==> src/rtl/pair_add_pkg.sv <==
package pair_add_pkg;
  typedef enum logic [1:0] {OP_ADD = 2'd0, OP_ADC = 2'd1, OP_SBC = 2'd2} op_e;

  // flag byte positions
  localparam int FB_C  = 0;
  localparam int FB_N  = 1;
  localparam int FB_PV = 2;
  localparam int FB_X  = 3;
  localparam int FB_H  = 4;
  localparam int FB_Y  = 5;
  localparam int FB_Z  = 6;
  localparam int FB_S  = 7;
endpackage

==> src/rtl/pa_decode.sv <==
module pa_decode
  import pair_add_pkg::*;
(
  input  logic       ext_i,
  input  logic [7:0] opcode_i,
  output logic       valid_o,
  output op_e        op_o,
  output logic [1:0] sel_o
);
  always_comb begin
    valid_o = 1'b0;
    op_o    = OP_ADD;
    sel_o   = opcode_i[5:4];
    if (!ext_i && opcode_i[7:6] == 2'b00 && opcode_i[3:0] == 4'h9) begin
      valid_o = 1'b1;
      op_o    = OP_ADD;
    end else if (ext_i && opcode_i[7:6] == 2'b01 && opcode_i[3:0] == 4'hA) begin
      valid_o = 1'b1;
      op_o    = OP_ADC;
    end else if (ext_i && opcode_i[7:6] == 2'b01 && opcode_i[3:0] == 4'h2) begin
      valid_o = 1'b1;
      op_o    = OP_SBC;
    end
  end
endmodule

==> src/rtl/pa_byte_alu.sv <==
module pa_byte_alu #(
  parameter int W = 8
) (
  input  logic [W-1:0] a_i,
  input  logic [W-1:0] b_i,
  input  logic         cin_i,   // carry in, or borrow in when sub_i
  input  logic         sub_i,
  output logic [W-1:0] res_o,
  output logic         cout_o,  // carry out, or borrow out when sub_i
  output logic         half_o,  // carry/borrow out of the lower half
  output logic         ovf_o
);
  localparam int HW = W / 2;

  logic [W-1:0]  bx;
  logic          cx;
  logic [W:0]    full;
  logic [HW:0]   half;

  // subtraction as a + ~b + ~borrow
  assign bx   = b_i ^ {W{sub_i}};
  assign cx   = cin_i ^ sub_i;
  assign full = {1'b0, a_i} + {1'b0, bx} + {{W{1'b0}}, cx};
  assign half = {1'b0, a_i[HW-1:0]} + {1'b0, bx[HW-1:0]} + {{HW{1'b0}}, cx};

  assign res_o  = full[W-1:0];
  assign cout_o = full[W] ^ sub_i;
  assign half_o = half[HW] ^ sub_i;
  assign ovf_o  = (a_i[W-1] == bx[W-1]) && (res_o[W-1] != a_i[W-1]);
endmodule

==> src/rtl/pair_adder16.sv <==
module pair_adder16
  import pair_add_pkg::*;
#(
  parameter int BYTE_W  = 8,
  parameter int LO_WAIT = 4,
  parameter int HI_WAIT = 3
) (
  input  logic                clk_i,
  input  logic                rst_ni,
  input  logic                start_i,
  input  logic                ext_i,
  input  logic [7:0]          opcode_i,
  input  logic [2*BYTE_W-1:0] acc_i,
  input  logic [2*BYTE_W-1:0] bc_i,
  input  logic [2*BYTE_W-1:0] de_i,
  input  logic [2*BYTE_W-1:0] sp_i,
  input  logic [7:0]          flags_i,
  output logic [2*BYTE_W-1:0] result_o,
  output logic [7:0]          flags_o,
  output logic                done_o
);
  localparam int DW    = 2 * BYTE_W;
  localparam int MAXW  = (LO_WAIT > HI_WAIT) ? LO_WAIT : HI_WAIT;
  localparam int CNT_W = (MAXW > 1) ? $clog2(MAXW) : 1;

  typedef enum logic [2:0] {S_IDLE, S_WLO, S_LO, S_WHI, S_HI, S_DONE} st_e;

  st_e               state;
  logic [CNT_W-1:0]  cnt;
  logic [DW-1:0]     acc_q, opd_q;
  op_e               op_q;
  logic              cin_q;
  logic [7:0]        fin_q;
  logic [BYTE_W-1:0] lo_res_q;
  logic              lo_c_q;
  logic [DW-1:0]     result_q;
  logic [7:0]        flags_q;
  logic              done_q;

  logic              dec_valid;
  op_e               dec_op;
  logic [1:0]        dec_sel;
  logic [DW-1:0]     opd_mux;

  pa_decode u_dec (
    .ext_i   (ext_i),
    .opcode_i(opcode_i),
    .valid_o (dec_valid),
    .op_o    (dec_op),
    .sel_o   (dec_sel)
  );

  always_comb begin
    case (dec_sel)
      2'd0:    opd_mux = bc_i;
      2'd1:    opd_mux = de_i;
      2'd2:    opd_mux = acc_i;
      default: opd_mux = sp_i;
    endcase
  end

  // one shared byte ALU, steered by pass
  logic              hi_pass;
  logic [BYTE_W-1:0] alu_a, alu_b, alu_res;
  logic              alu_cin, alu_cout, alu_half, alu_ovf;

  assign hi_pass = (state == S_HI);
  assign alu_a   = hi_pass ? acc_q[DW-1:BYTE_W] : acc_q[BYTE_W-1:0];
  assign alu_b   = hi_pass ? opd_q[DW-1:BYTE_W] : opd_q[BYTE_W-1:0];
  assign alu_cin = hi_pass ? lo_c_q : cin_q;

  pa_byte_alu #(.W(BYTE_W)) u_alu (
    .a_i   (alu_a),
    .b_i   (alu_b),
    .cin_i (alu_cin),
    .sub_i (op_q == OP_SBC),
    .res_o (alu_res),
    .cout_o(alu_cout),
    .half_o(alu_half),
    .ovf_o (alu_ovf)
  );

  logic [7:0] flags_new;
  always_comb begin
    flags_new        = fin_q;
    flags_new[FB_C]  = alu_cout;
    flags_new[FB_H]  = alu_half;
    flags_new[FB_X]  = alu_res[3];
    flags_new[FB_Y]  = alu_res[5];
    flags_new[FB_N]  = (op_q == OP_SBC);
    if (op_q != OP_ADD) begin
      flags_new[FB_S]  = alu_res[BYTE_W-1];
      flags_new[FB_Z]  = (alu_res == '0) && (lo_res_q == '0);
      flags_new[FB_PV] = alu_ovf;
    end
  end

  always_ff @(posedge clk_i or negedge rst_ni) begin
    if (!rst_ni) begin
      state    <= S_IDLE;
      cnt      <= '0;
      acc_q    <= '0;
      opd_q    <= '0;
      op_q     <= OP_ADD;
      cin_q    <= 1'b0;
      fin_q    <= '0;
      lo_res_q <= '0;
      lo_c_q   <= 1'b0;
      result_q <= '0;
      flags_q  <= '0;
      done_q   <= 1'b0;
    end else begin
      done_q <= (state == S_DONE);
      case (state)
        S_IDLE: if (start_i && dec_valid) begin
          acc_q <= acc_i;
          opd_q <= opd_mux;
          op_q  <= dec_op;
          cin_q <= (dec_op != OP_ADD) && flags_i[FB_C];
          fin_q <= flags_i;
          cnt   <= '0;
          state <= S_WLO;
        end
        S_WLO: if (cnt == CNT_W'(LO_WAIT - 1)) begin
          cnt   <= '0;
          state <= S_LO;
        end else cnt <= cnt + 1'b1;
        S_LO: begin
          lo_res_q <= alu_res;
          lo_c_q   <= alu_cout;
          state    <= S_WHI;
        end
        S_WHI: if (cnt == CNT_W'(HI_WAIT - 1)) begin
          cnt   <= '0;
          state <= S_HI;
        end else cnt <= cnt + 1'b1;
        S_HI: begin
          result_q <= {alu_res, lo_res_q};
          flags_q  <= flags_new;
          state    <= S_DONE;
        end
        default: state <= S_IDLE;
      endcase
    end
  end

  assign result_o = result_q;
  assign flags_o  = flags_q;
  assign done_o   = done_q;

  // done exactly one cycle after the high-byte latch, single-cycle wide
  a_r5_done_after_hi: assert property (@(posedge clk_i) disable iff (!rst_ni)
    (state == S_HI) |=> ##1 done_o);
  a_r5_done_pulse: assert property (@(posedge clk_i) disable iff (!rst_ni)
    done_o |=> !done_o);
  // captured operands stay put while busy
  a_r10_busy_hold: assert property (@(posedge clk_i) disable iff (!rst_ni)
    (state != S_IDLE) |=> ($stable(acc_q) && $stable(opd_q) && $stable(op_q)));
  // ADD keeps S, Z, P/V
  a_r6_add_keeps_szp: assert property (@(posedge clk_i) disable iff (!rst_ni)
    (done_o && op_q == OP_ADD) |-> (flags_o[FB_S] == fin_q[FB_S] &&
      flags_o[FB_Z] == fin_q[FB_Z] && flags_o[FB_PV] == fin_q[FB_PV]));
  // Z judged over the whole 16-bit result for ADC/SBC
  a_r9_zero_full_word: assert property (@(posedge clk_i) disable iff (!rst_ni)
    (done_o && op_q != OP_ADD) |-> (flags_o[FB_Z] == (result_o == '0)));
  // N reflects subtraction on completion
  a_r8_n_flag: assert property (@(posedge clk_i) disable iff (!rst_ni)
    done_o |-> (flags_o[FB_N] == (op_q == OP_SBC)));
endmodule

==> config.mk <==
export PLATFORM = sky130hd
export DESIGN_NAME = pair_adder16
export DESIGN_NICKNAME = d
export VERILOG_FILES = /design/src/rtl/pair_add_pkg.sv /design/src/rtl/pa_decode.sv /design/src/rtl/pa_byte_alu.sv /design/src/rtl/pair_adder16.sv
export SDC_FILE = /design/constraint.sdc
export NUM_CORES = 1
export LEC_CHECK = 0
export ABC_AREA = 1
export BUFFER_PORTS_ARGS = -buffer_cell sky130_fd_sc_hd__buf_4
export CORE_AREA = 2 2 110 80
export CTS_CLUSTER_DIAMETER = 100
export DETAILED_ROUTE_END_ITERATION = 12
export DIE_AREA = 0 0 112 82
export PLACE_DENSITY_LB_ADDON = 0.3
export SKIP_CTS_REPAIR_TIMING = 1
export SLEW_MARGIN = 10
export SYNTH_ARGS = -nofsm -noshare
export SYNTH_HDL_FRONTEND = slang
export SYNTH_SLANG_ARGS = --single-unit
==> constraint.sdc <==
create_clock -name clk_i -period 3.2 [get_ports clk_i]
set_input_delay 0.64 -clock clk_i [delete_from_list [all_inputs] [get_ports clk_i]]
set_output_delay 0.64 -clock clk_i [all_outputs]
set_load 0.05 [all_outputs]
## Word-level counts from Yosys, hierarchy flattened

Cells that the tools add are included.

- Eq/ne operators: 19
- Mux-type cells: 20
- $add $sub $neg: 5
- Reductions and logical operators: 21
- Bitwise logic cells: 4

Operator list:

| cell | number |
|---|---|
| case mux 16 bit (3 select lines) | 1 |
| logical NOT 8 bit | 2 |
| 2-to-1 mux 8 bit | 2 |
| case mux 3 bit (5 select lines) | 1 |
| 2-to-1 mux 2 bit | 7 |
| adder 8 x 8 -> 9 bit | 1 |
| adder 9 x 1 -> 9 bit | 1 |
| logical AND 1 bit | 9 |
| 2-to-1 mux 3 bit | 3 |
| == test 2 bit, second input constant | 4 |
| == test 4 bit, second input constant | 2 |
| XOR 8 bit | 1 |
| == test 3 x 2 -> 1 bit, second input constant | 2 |
| == test 3 bit, second input constant | 2 |
| != test 2 bit, second input constant | 3 |
| case mux 2 bit (3 select lines) | 1 |
| adder 4 x 4 -> 5 bit | 1 |
| adder 5 x 1 -> 5 bit | 1 |
| 2-to-1 mux 1 bit | 5 |
| == test 2 x 1 -> 1 bit, second input constant | 2 |
| == test 4 x 2 -> 1 bit, second input constant | 1 |
| logical NOT 2 bit | 2 |
| AND reduction 2 bit | 2 |
| nonzero test 2 bit | 2 |
| 9 further kinds | 11 |

- Bits in registers: 82
- Output and inout port bits: 25

## Depth between registers and ports, before layout

Gate-level depths: netlist (run 1).

- Word-level depth: 9
- Mapped depth: 18
- Mapped depth without buffers: 18

## Cells and area by module

From an unflattened synthesis (run 1), not the netlist that was laid out.

- Cell total of the unflattened synthesis: 593
- Area, all modules: 4,448.0 um^2

Modules (own cells, without submodules):

| module | times used | cells each | area each (um^2) |
|---|---|---|---|
| pair_adder16 | 1 | 497 | 3,860.0 |
| pa_byte_alu | 1 | 72 | 475.5 |
| pa_decode | 1 | 24 | 112.6 |

## Worst setup path after synthesis (run 1)

Ideal clock, no wire load.

- Path kind: flip-flop to flip-flop
- From: register state[0]
- To: register flags_q[6], in the netlist flags_o[6]
- Buffers on the path: 2
- Stages on the path, launching flop included: 18
- Library setup time: 0.121 ns
- Arrival time: 2.475 ns
- Slack: 0.604 ns
- Required time: 3.079 ns
- Cell sequence: dfrtp_1 > nor2_2 > nand2_2 > buf_4 > buf_2 > nand2_1 > nand2_1 > fa_1 > inv_1 > fa_1 > nand2_1 > nor2_1 > nand2_1 > nor2_1 > nand3_1 > nor2_1 > nand3_1 > nand2_1

- Cells in the longest elaborated chain, start to end: 8
- Elaborated cells on any way between the ends: 11
- Classes of those cells: 2 x add/sub; 1 x eq/ne; 4 x mux; 2 x bitwise; 2 x reduce/logical

RTL lines:

| what | line | source |
|---|---|---|
| from (decl) | pair_adder16.sv:28 | `st_e state;` |
| from (signal assigned) | pair_adder16.sv:100 | `state <= S_IDLE;` |
| from (signal assigned) | pair_adder16.sv:122 | `state <= S_WLO;` |
| from (signal assigned) | pair_adder16.sv:126 | `state <= S_LO;` |
| == test 3 bit * | pair_adder16.sv:67, pair_adder16.sv:114 |  |
| 2-to-1 mux 8 bit | pair_adder16.sv:69 | `assign alu_b = hi_pass ? opd_q[DW-1:BYTE_W] : opd_q[BYTE_W-1:0];` |
| XOR 8 bit | pa_byte_alu.sv:21 | `assign bx = b_i ^ {W{sub_i}};` |
| adder 8 x 8 -> 9 bit | pa_byte_alu.sv:23 | `assign full = {1'b0, a_i} + {1'b0, bx} + {{W{1'b0}}, cx};` |
| adder 9 x 1 -> 9 bit | pa_byte_alu.sv:23 |  |
| logical NOT 8 bit | pair_adder16.sv:93 | `flags_new[FB_Z] = (alu_res == '0) && (lo_res_q == '0);` |
| logical AND 1 bit | pair_adder16.sv:93 |  |
| 2-to-1 mux 2 bit | pair_adder16.sv:91 | `if (op_q != OP_ADD) begin` |
| to (signal assigned) | pair_adder16.sv:139 | `flags_q <= flags_new;` |
| to (decl) | pair_adder16.sv:37 | `logic [7:0] flags_q;` |

Every way passes the cells marked *; elsewhere a longest branch is shown, timed or not.
A chain may end at the register's enable or synchronous reset.

## Worst setup path after layout (run 1)

Same ends and word-level chain as after synthesis.

==> impl_metrics.env, run 1 <==
export IMPL_cts_path_max_buffers=2
export IMPL_p_leak_nw=2.99
export IMPL_cp_cell_sequence="nor2_2, nand2_4, inv_2, buf_4, nand2_1, nand2_1, fa_1, inv_1, fa_1, inv_1, nand2_1, nand2_1, nand3_1, nor2_1, nand3_1, nor2_1, nand3_1, nand2_1"
export IMPL_antenna_found_initial=0
export IMPL_post_dp_cell_area_sq_mm=0.00508
export IMPL_synthesis_nets=682
export IMPL_syn_to_final_growth_pct=26.3
export IMPL_clk_latency_ns=0.34
export IMPL_detail_route_antenna_nets=0
export IMPL_numCtsBuffers=9
export IMPL_viasPerCell=5.06
export IMPL_clock_sinks=75
export IMPL_ctsRootBufferMaster="clkbuf_16"
export IMPL_status="completed"
export IMPL_multi_input_area_sq_mm=0.00207
export IMPL_worstPathRequired_ns=3.48
export IMPL_ys_ff_latch=75
export IMPL_synth_warnings=0
export IMPL_tritoncts="built"
export IMPL_io_pins=109
export IMPL_finish_instance_area_sq_mm=0.00541
export IMPL_ys_seq_area_share_pct=43.8
export IMPL_crit_top_cell="nand2_1"
export IMPL_hold_ws_ns=0.439
export IMPL_worstRegToRegCells=18
export IMPL_final_period_utilization_pct=89.0
export IMPL_register_area_sq_mm=0.00188
export IMPL_cts_clk_slew_worst_paths_ns=0.06
export IMPL_drt_iter0_markers=265
export IMPL_start_kind="register"
export IMPL_utilization_pct=66.0
export IMPL_criticalPathCategory="reg2reg"
export IMPL_io_buffers=104
export IMPL_wire_per_inst_um=12.8
export IMPL_irDropWorstVdd_mv=0.585
export IMPL_grt_use_total_pct=23.7
export IMPL_num_rows=28
export IMPL_cp_max_fo=23
export IMPL_place_inst=777
export IMPL_drt_pass1_iterations=5
export IMPL_place_gp_congestion=0.893
export IMPL_power_mw=3.70
export IMPL_die_area_sq_mm=0.00918
export IMPL_reg2reg_setup_slack_ns=0.35
export IMPL_grt_first_pass_wirelength_um=17100
export IMPL_hold_class="in2async"
export IMPL_fillers=691
export IMPL_final_common_cell="nand2_1"
export IMPL_grt_max_degree=76
export IMPL_maxCapViolCount=0
export IMPL_relSlewSlack_pct=38.3
export IMPL_critical_path_top_delay_family="simple AND/OR/NAND/NOR gates"
export IMPL_wirelength_um=10100
export IMPL_fp_dieW_um=112
export IMPL_vias=4009
export IMPL_start_util_pct=52.3
export IMPL_path_depth=18
export IMPL_avgSynthCellArea_sq_um=7.32
export IMPL_netlist_cell_type_count=28
export IMPL_overflow=0
export IMPL_grt_pass1_vias=3745
export IMPL_layout_common_cells="nand2_1, buf_4, dfrtp_1"
export IMPL_dp_hpwl_um=7680
export IMPL_slew_viol_final=0
export IMPL_finalHoldViolCount=0
export IMPL_die_y_um=82
export IMPL_crit_buf_inv=4
export IMPL_tns_ns=0
export IMPL_coreArea_sq_mm=0.00820
export IMPL_fin_nets=780
export IMPL_place_ws_ns=0.283
export IMPL_fmax_mhz=351
export IMPL_n_antenna_cell=0
export IMPL_h_tree_depth=3
export IMPL_worstPathArrival_ns=3.13
export IMPL_setup_viol=0
export IMPL_powerDensity_mw_per_mm2=683
export IMPL_stdcell_count=792
export IMPL_drive_gt1_share_pct=21.3
export IMPL_syn_area_sq_mm=0.00428
export IMPL_rsz0062_at_grt="false"
export IMPL_fin_ws_ns=0.351
export IMPL_tightest_slew_ns=0.925
export IMPL_slowest_delay_ns=0.46
export IMPL_drc_errors=0
export IMPL_cp_end_kind="register"
export IMPL_fin_crit_ns=2.85
export IMPL_slowest_stage="dfrtp_1"
export IMPL_synth_cells=585
export IMPL_finClkSkew_ns=0.00534
[kinds of logic (layout without fill, tap and decap cells)]
group,count (synthesis),count (layout),share of synthesized area [%]
muxes,1,1,0.234
xor gates and xnor gates,9,9,1.84
adders and majority gates,13,13,4.15
buffers and inverters,72,174,8.09
DFF,75,75,43.8
AOI/OAI and AO/OA,74,74,9.64
and+or+nand+nor,341,341,32.2
[worst paths after layout]
kind	from	end
min in group clk_i	acc_q[10]	acc_q[10]
setup / recovery	state[0]	flags_o[6]
setup reg to reg	state[0]	flags_o[6]
max in group asynchronous	rst_ni	state[2]
hold reg to reg	acc_q[10]	acc_q[10]
hold / removal	rst_ni	fin_q[7]
[metal layers]
layer / routed length [um] / share of wire (%) / GRT usage [%]
met2: 4520 / 45 / 38.5
met1: 4820 / 48 / 32.3
met3: 634 / 6.3 / 5.90
met4: 160 / 1.6 / 6.22
met5: 0 / 0 / 0
[worst register-to-register path, cell delays in order (launching register included)]
cell and delay, ns:
dfrtp_1 0.46, nor2_2 0.20, nand2_4 0.20, inv_2 0.10, buf_4 0.21, nand2_1 0.08
nand2_1 0.09, fa_1 0.20, inv_1 0.06, fa_1 0.39, inv_1 0.12, nand2_1 0.08
nand2_1 0.11, nand3_1 0.08, nor2_1 0.10, nand3_1 0.08, nor2_1 0.11, nand3_1 0.08
nand2_1 0.06
[state kept, by name (all words and copies together), names as in the netlist]
register and flops:
acc_q 16, cin_q 1, cnt 2, done_o 1, fin_q 3, flags_o 6, lo_c_q 1, lo_res_q 8
op_q 2, opd_q 16, result_o 16, state 3
[cells in the mapped netlist]
| cell | instances | area [sq um] |
|---|---|---|
| a21oi_1 | 23 | 115 |
| a31oi_1 | 1 | 6.26 |
| buf_2 | 10 | 50.1 |
| buf_4 | 5 | 37.5 |
| buf_6 | 6 | 67.6 |
| clkbuf_1 | 2 | 7.51 |
| dfrtp_1 | 75 | 1880 |
| fa_1 | 2 | 40.0 |
| ha_1 | 11 | 138 |
| inv_1 | 46 | 173 |
| inv_2 | 3 | 11.3 |
| mux2i_1 | 1 | 10.0 |
| nand2_1 | 257 | 965 |
| nand2_2 | 2 | 12.5 |
| nand3_1 | 41 | 205 |
| nand3_2 | 1 | 10.0 |
| nand3b_1 | 1 | 7.51 |
| nand4_1 | 2 | 12.5 |
| nor2_1 | 29 | 109 |
| nor2_2 | 5 | 31.3 |
| nor3_4 | 1 | 16.3 |
| o211ai_1 | 1 | 7.51 |
| o21a_1 | 2 | 15.0 |
| o21ai_0 | 28 | 140 |
| o21ai_1 | 10 | 50.1 |
| o21ai_2 | 9 | 78.8 |
| or2_0 | 2 | 12.5 |
| xor2_1 | 9 | 78.8 |
[layout make-up]
class,instances,share of cell area (%)
Multi-Input combinational cell,438,38.2
Sequential cell,75,34.7
Timing Repair Buffer,110,15.3
Clock buffer,11,4.67
Inverter,49,3.40
Tap cell,105,2.43
Clock inverter,4,1.36
[power breakdown]
| group | leakage [nW] | internal, mW | switching (mW) |
|---|---|---|---|
| Sequential | 0.991 | 1.18 | 0.148 |
| Clock | 0.162 | 0.720 | 0.374 |
| Combinational | 1.84 | 0.459 | 0.814 |
| Total | 2.99 | 2.36 | 1.34 |
No activity file was read; power rests on OpenSTA's default activity.
==> run 2: changes to the inputs <==
Settings changed: CORE_AREA 2 2 110 80 to 2 2 112 81, DIE_AREA 0 0 112 82 to 0 0 114 83, SETUP_SLACK_MARGIN set to 0.5, SYNTH_HIERARCHICAL set to 1.
==> run 2 against run 1 <==
Global-route usage down 1.4 points. Clock skew up 0.0031 ns. Largest cell class unchanged. Core utilization up 2.9 points. Sequential power up 9.8%. Fmax down 0.29%. Non-clock buffer count up 15. Cell area up 6.2%. Combinational power up 100%. Power up 39%. Worst hold slack better by 0.0056 ns. Die area up 3.0%. Final cell count up 2.7%. Largest power group is now combinational logic.
==> impl_metrics.env, run 2 <==
export IMPL_synth_commonest_cells="nand2_1, dfrtp_1, inv_1, o21ai_0, nor2_1"
export IMPL_worstPathArrival_ns=3.12
export IMPL_setup_viol=0
export IMPL_clk_latency_ns=0.34
export IMPL_fmax_mhz=350
export IMPL_p_int_mw=2.93
export IMPL_numCtsBuffers=9
export IMPL_async_flop_share_pct=100
export IMPL_antenna_found_initial=0
export IMPL_post_synth_top_count_cell="nand2_1"
export IMPL_place_gp_congestion=0.878
export IMPL_cts_path_max_buffers=2
export IMPL_detail_route_antenna_nets=0
export IMPL_wire_per_inst_um=13.3
export IMPL_post_dp_cell_area_sq_mm=0.00520
export IMPL_finalHoldViolCount=0
export IMPL_num_rows=28
export IMPL_netlist_cell_type_count=34
export IMPL_dp_hpwl_um=7430
export IMPL_clock_sinks=75
export IMPL_powerDensity_mw_per_mm2=894
export IMPL_ys_flop_type="dfrtp_1"
export IMPL_drt_pass1_iterations=5
export IMPL_start_util_pct=53.3
export IMPL_status="completed"
export IMPL_tightest_slew_ns=0.925
export IMPL_io_pins=109
export IMPL_overflow=0
export IMPL_irDropWorstVdd_mv=0.422
export IMPL_synth_warnings=6
export IMPL_criticalPathCategory="reg2reg"
export IMPL_p_sw_mw=2.20
export IMPL_avgSynthCellArea_sq_um=7.50
export IMPL_synthesis_nets=690
export IMPL_combPwrFrac_pct=50.3
export IMPL_grt_use_total_pct=22.3
export IMPL_slowest_stage="dfrtp_2"
export IMPL_drive_gt1_share_pct=28.2
export IMPL_cts_clk_slew_worst_paths_ns=0.06
export IMPL_drt_iter0_markers=222
export IMPL_grt_first_pass_wirelength_um=17100
export IMPL_io_buffers=104
export IMPL_tns_ns=0
export IMPL_worstPathRequired_ns=3.46
export IMPL_drc_errors=0
export IMPL_grt_max_degree=76
export IMPL_vias=4172
export IMPL_cp_cell_sequence="nor2_8, nand2_8, buf_4, nand2_1, nand2_1, fa_2, fa_2, nand3_4, a21oi_2, o21bai_1, nand2_1, nor2_1, nand2_1, nor2_1, nand3_1, a21oi_1"
export IMPL_yosys_area_top_type="dfrtp_1"
export IMPL_swShare_pct=42.9
export IMPL_ys_ff_latch=75
export IMPL_syn_to_final_growth_pct=29.2
export IMPL_pwr_share_seq_pct=28.4
export IMPL_fin_crit_ns=2.86
export IMPL_wirelength_um=10800
export IMPL_hold_class="in2async"
export IMPL_grt_pass1_vias=3858
export IMPL_finClkSkew_ns=0.00845
export IMPL_viasPerCell=5.13
export IMPL_ys_seq_area_share_pct=42.2
export IMPL_ctsRootBufferMaster="clkbuf_16"
export IMPL_slew_viol_final=0
export IMPL_p_clk_share_pct=21.3
export IMPL_tritoncts="built"
export IMPL_crit_top_cell="nand2_1"
export IMPL_start_kind="register"
export IMPL_coreArea_sq_mm=0.00834
export IMPL_fin_nets=800
export IMPL_n_antenna_cell=0
export IMPL_die_y_um=83
export IMPL_rsz0062_at_grt="true"
export IMPL_hold_ws_ns=0.445
export IMPL_maxCapViolCount=0
export IMPL_cp_max_fo=5
export IMPL_synth_edf_count=0
export IMPL_layout_common_cells="nand2_1, buf_4, dfrtp_1"
export IMPL_yosys_area_top_type_share_pct=42.2
export IMPL_die_area_sq_mm=0.00946
export IMPL_cp_end_kind="register"
export IMPL_yosys_top_cells_area="dfrtp_1, nand2_1, o21ai_0"
export IMPL_finish_instance_area_sq_mm=0.00575
export IMPL_p_leak_nw=3.10
export IMPL_final_period_utilization_pct=89.3
export IMPL_final_common_cell="nand2_1"
export IMPL_slowest_delay_ns=0.46
export IMPL_relSlewSlack_pct=38.3
export IMPL_syn_area_sq_mm=0.00445
export IMPL_fp_dieW_um=114
export IMPL_synth_cells=593
export IMPL_h_tree_depth=3
-- run 2: cell types whose count changed after synthesis, moves of 5 or more --
cell	delta
a21oi_1	-18
buf_4	+6
nand2_1	-5
nand2_2	+21
nand3_1	-25
nand4_1	+8
nor2_1	+9
nor2_4	+5
o21ai_0	+15
o21ai_1	-6
o21ai_2	-9
xor2_1	+6
-- run 2: worst paths after layout --
path / end / from / slack, ns / cells after the start
worst max register to register: flags_o[6] / state[0] / 0.34 / 16
min in group clk_i: result_o[5] / result_o[5] / 0.48 / 2
worst max-delay path: flags_o[6] / state[0] / 0.34 / 16
max in group asynchronous: state[0] / rst_ni / 2.11 / 1
worst min-delay path: result_o[14] / rst_ni / 0.45 / 1
worst min register to register: result_o[5] / result_o[5] / 0.48 / 2
-- run 2: cell type report --
class,count,area [sq um]
clock buffers,10,239
repair buffers,125,942
clock inverters,6,88.8
fillers,658,2590
inverters,48,193
well taps,105,131
flip-flops and latches,75,1880
multi-input cells,444,2270
-- run 2: layer usage --
metal,part of all wire [%],track usage (%)
met4,1.3,5.65
met3,5.5,5.33
met2,48,36.5
met5,0,0
met1,45,29.8
-- run 2: worst max-delay path: cells and delay by family, from the launching register on --
kind	cells	cell delay (ns)
and+or+nand+nor	10	0.96
adders and majority gates	2	0.82
DFF	1	0.46
AOI/OAI and AO/OA	3	0.36
buffers and inverters	1	0.17
-- run 2: power by group through the flow --
stage	clock (mW)	sequential (mW)	combinational, mW
after floorplan	0	1.81	1.28
after global placement	0	1.46	2.16
after detailed placement	0	1.47	2.22
after CTS	1.11	1.46	2.24
after global routing	1.15	1.49	2.81
final	1.10	1.46	2.58
-- run 2: kinds of logic (layout without fill, tap and decap cells) --
kind of cell / Yosys count / in the layout / share of synthesized area (%)
AND/OR/NAND/NOR: 356 / 356 / 35.0
buffers and inverters: 74 / 189 / 8.64
flip-flops: 75 / 75 / 42.2
XOR/XNOR: 15 / 15 / 2.95
AO/OA/AOI/OAI: 60 / 60 / 7.23
adder cells (fa/ha/maj): 13 / 13 / 3.99
-- run 2: per-stage QoR --
| stage | instances | total power [mW] | worst slack (ns) | utilization (%) |
|---|---|---|---|---|
| 2_1_floorplan | 593 | 3.09 | 0.491 | - |
| 3_3_place_gp | 781 | 3.62 | 0.242 | 62.4 |
| 3_5_place_dp | 781 | 3.69 | 0.170 | 62.4 |
| 4_1_cts | 797 | 4.81 | 0.114 | 66.3 |
| 5_1_grt | 813 | 5.45 | 0.217 | 68.9 |
| 6_report | 813 | 5.14 | 0.343 | 68.9 |
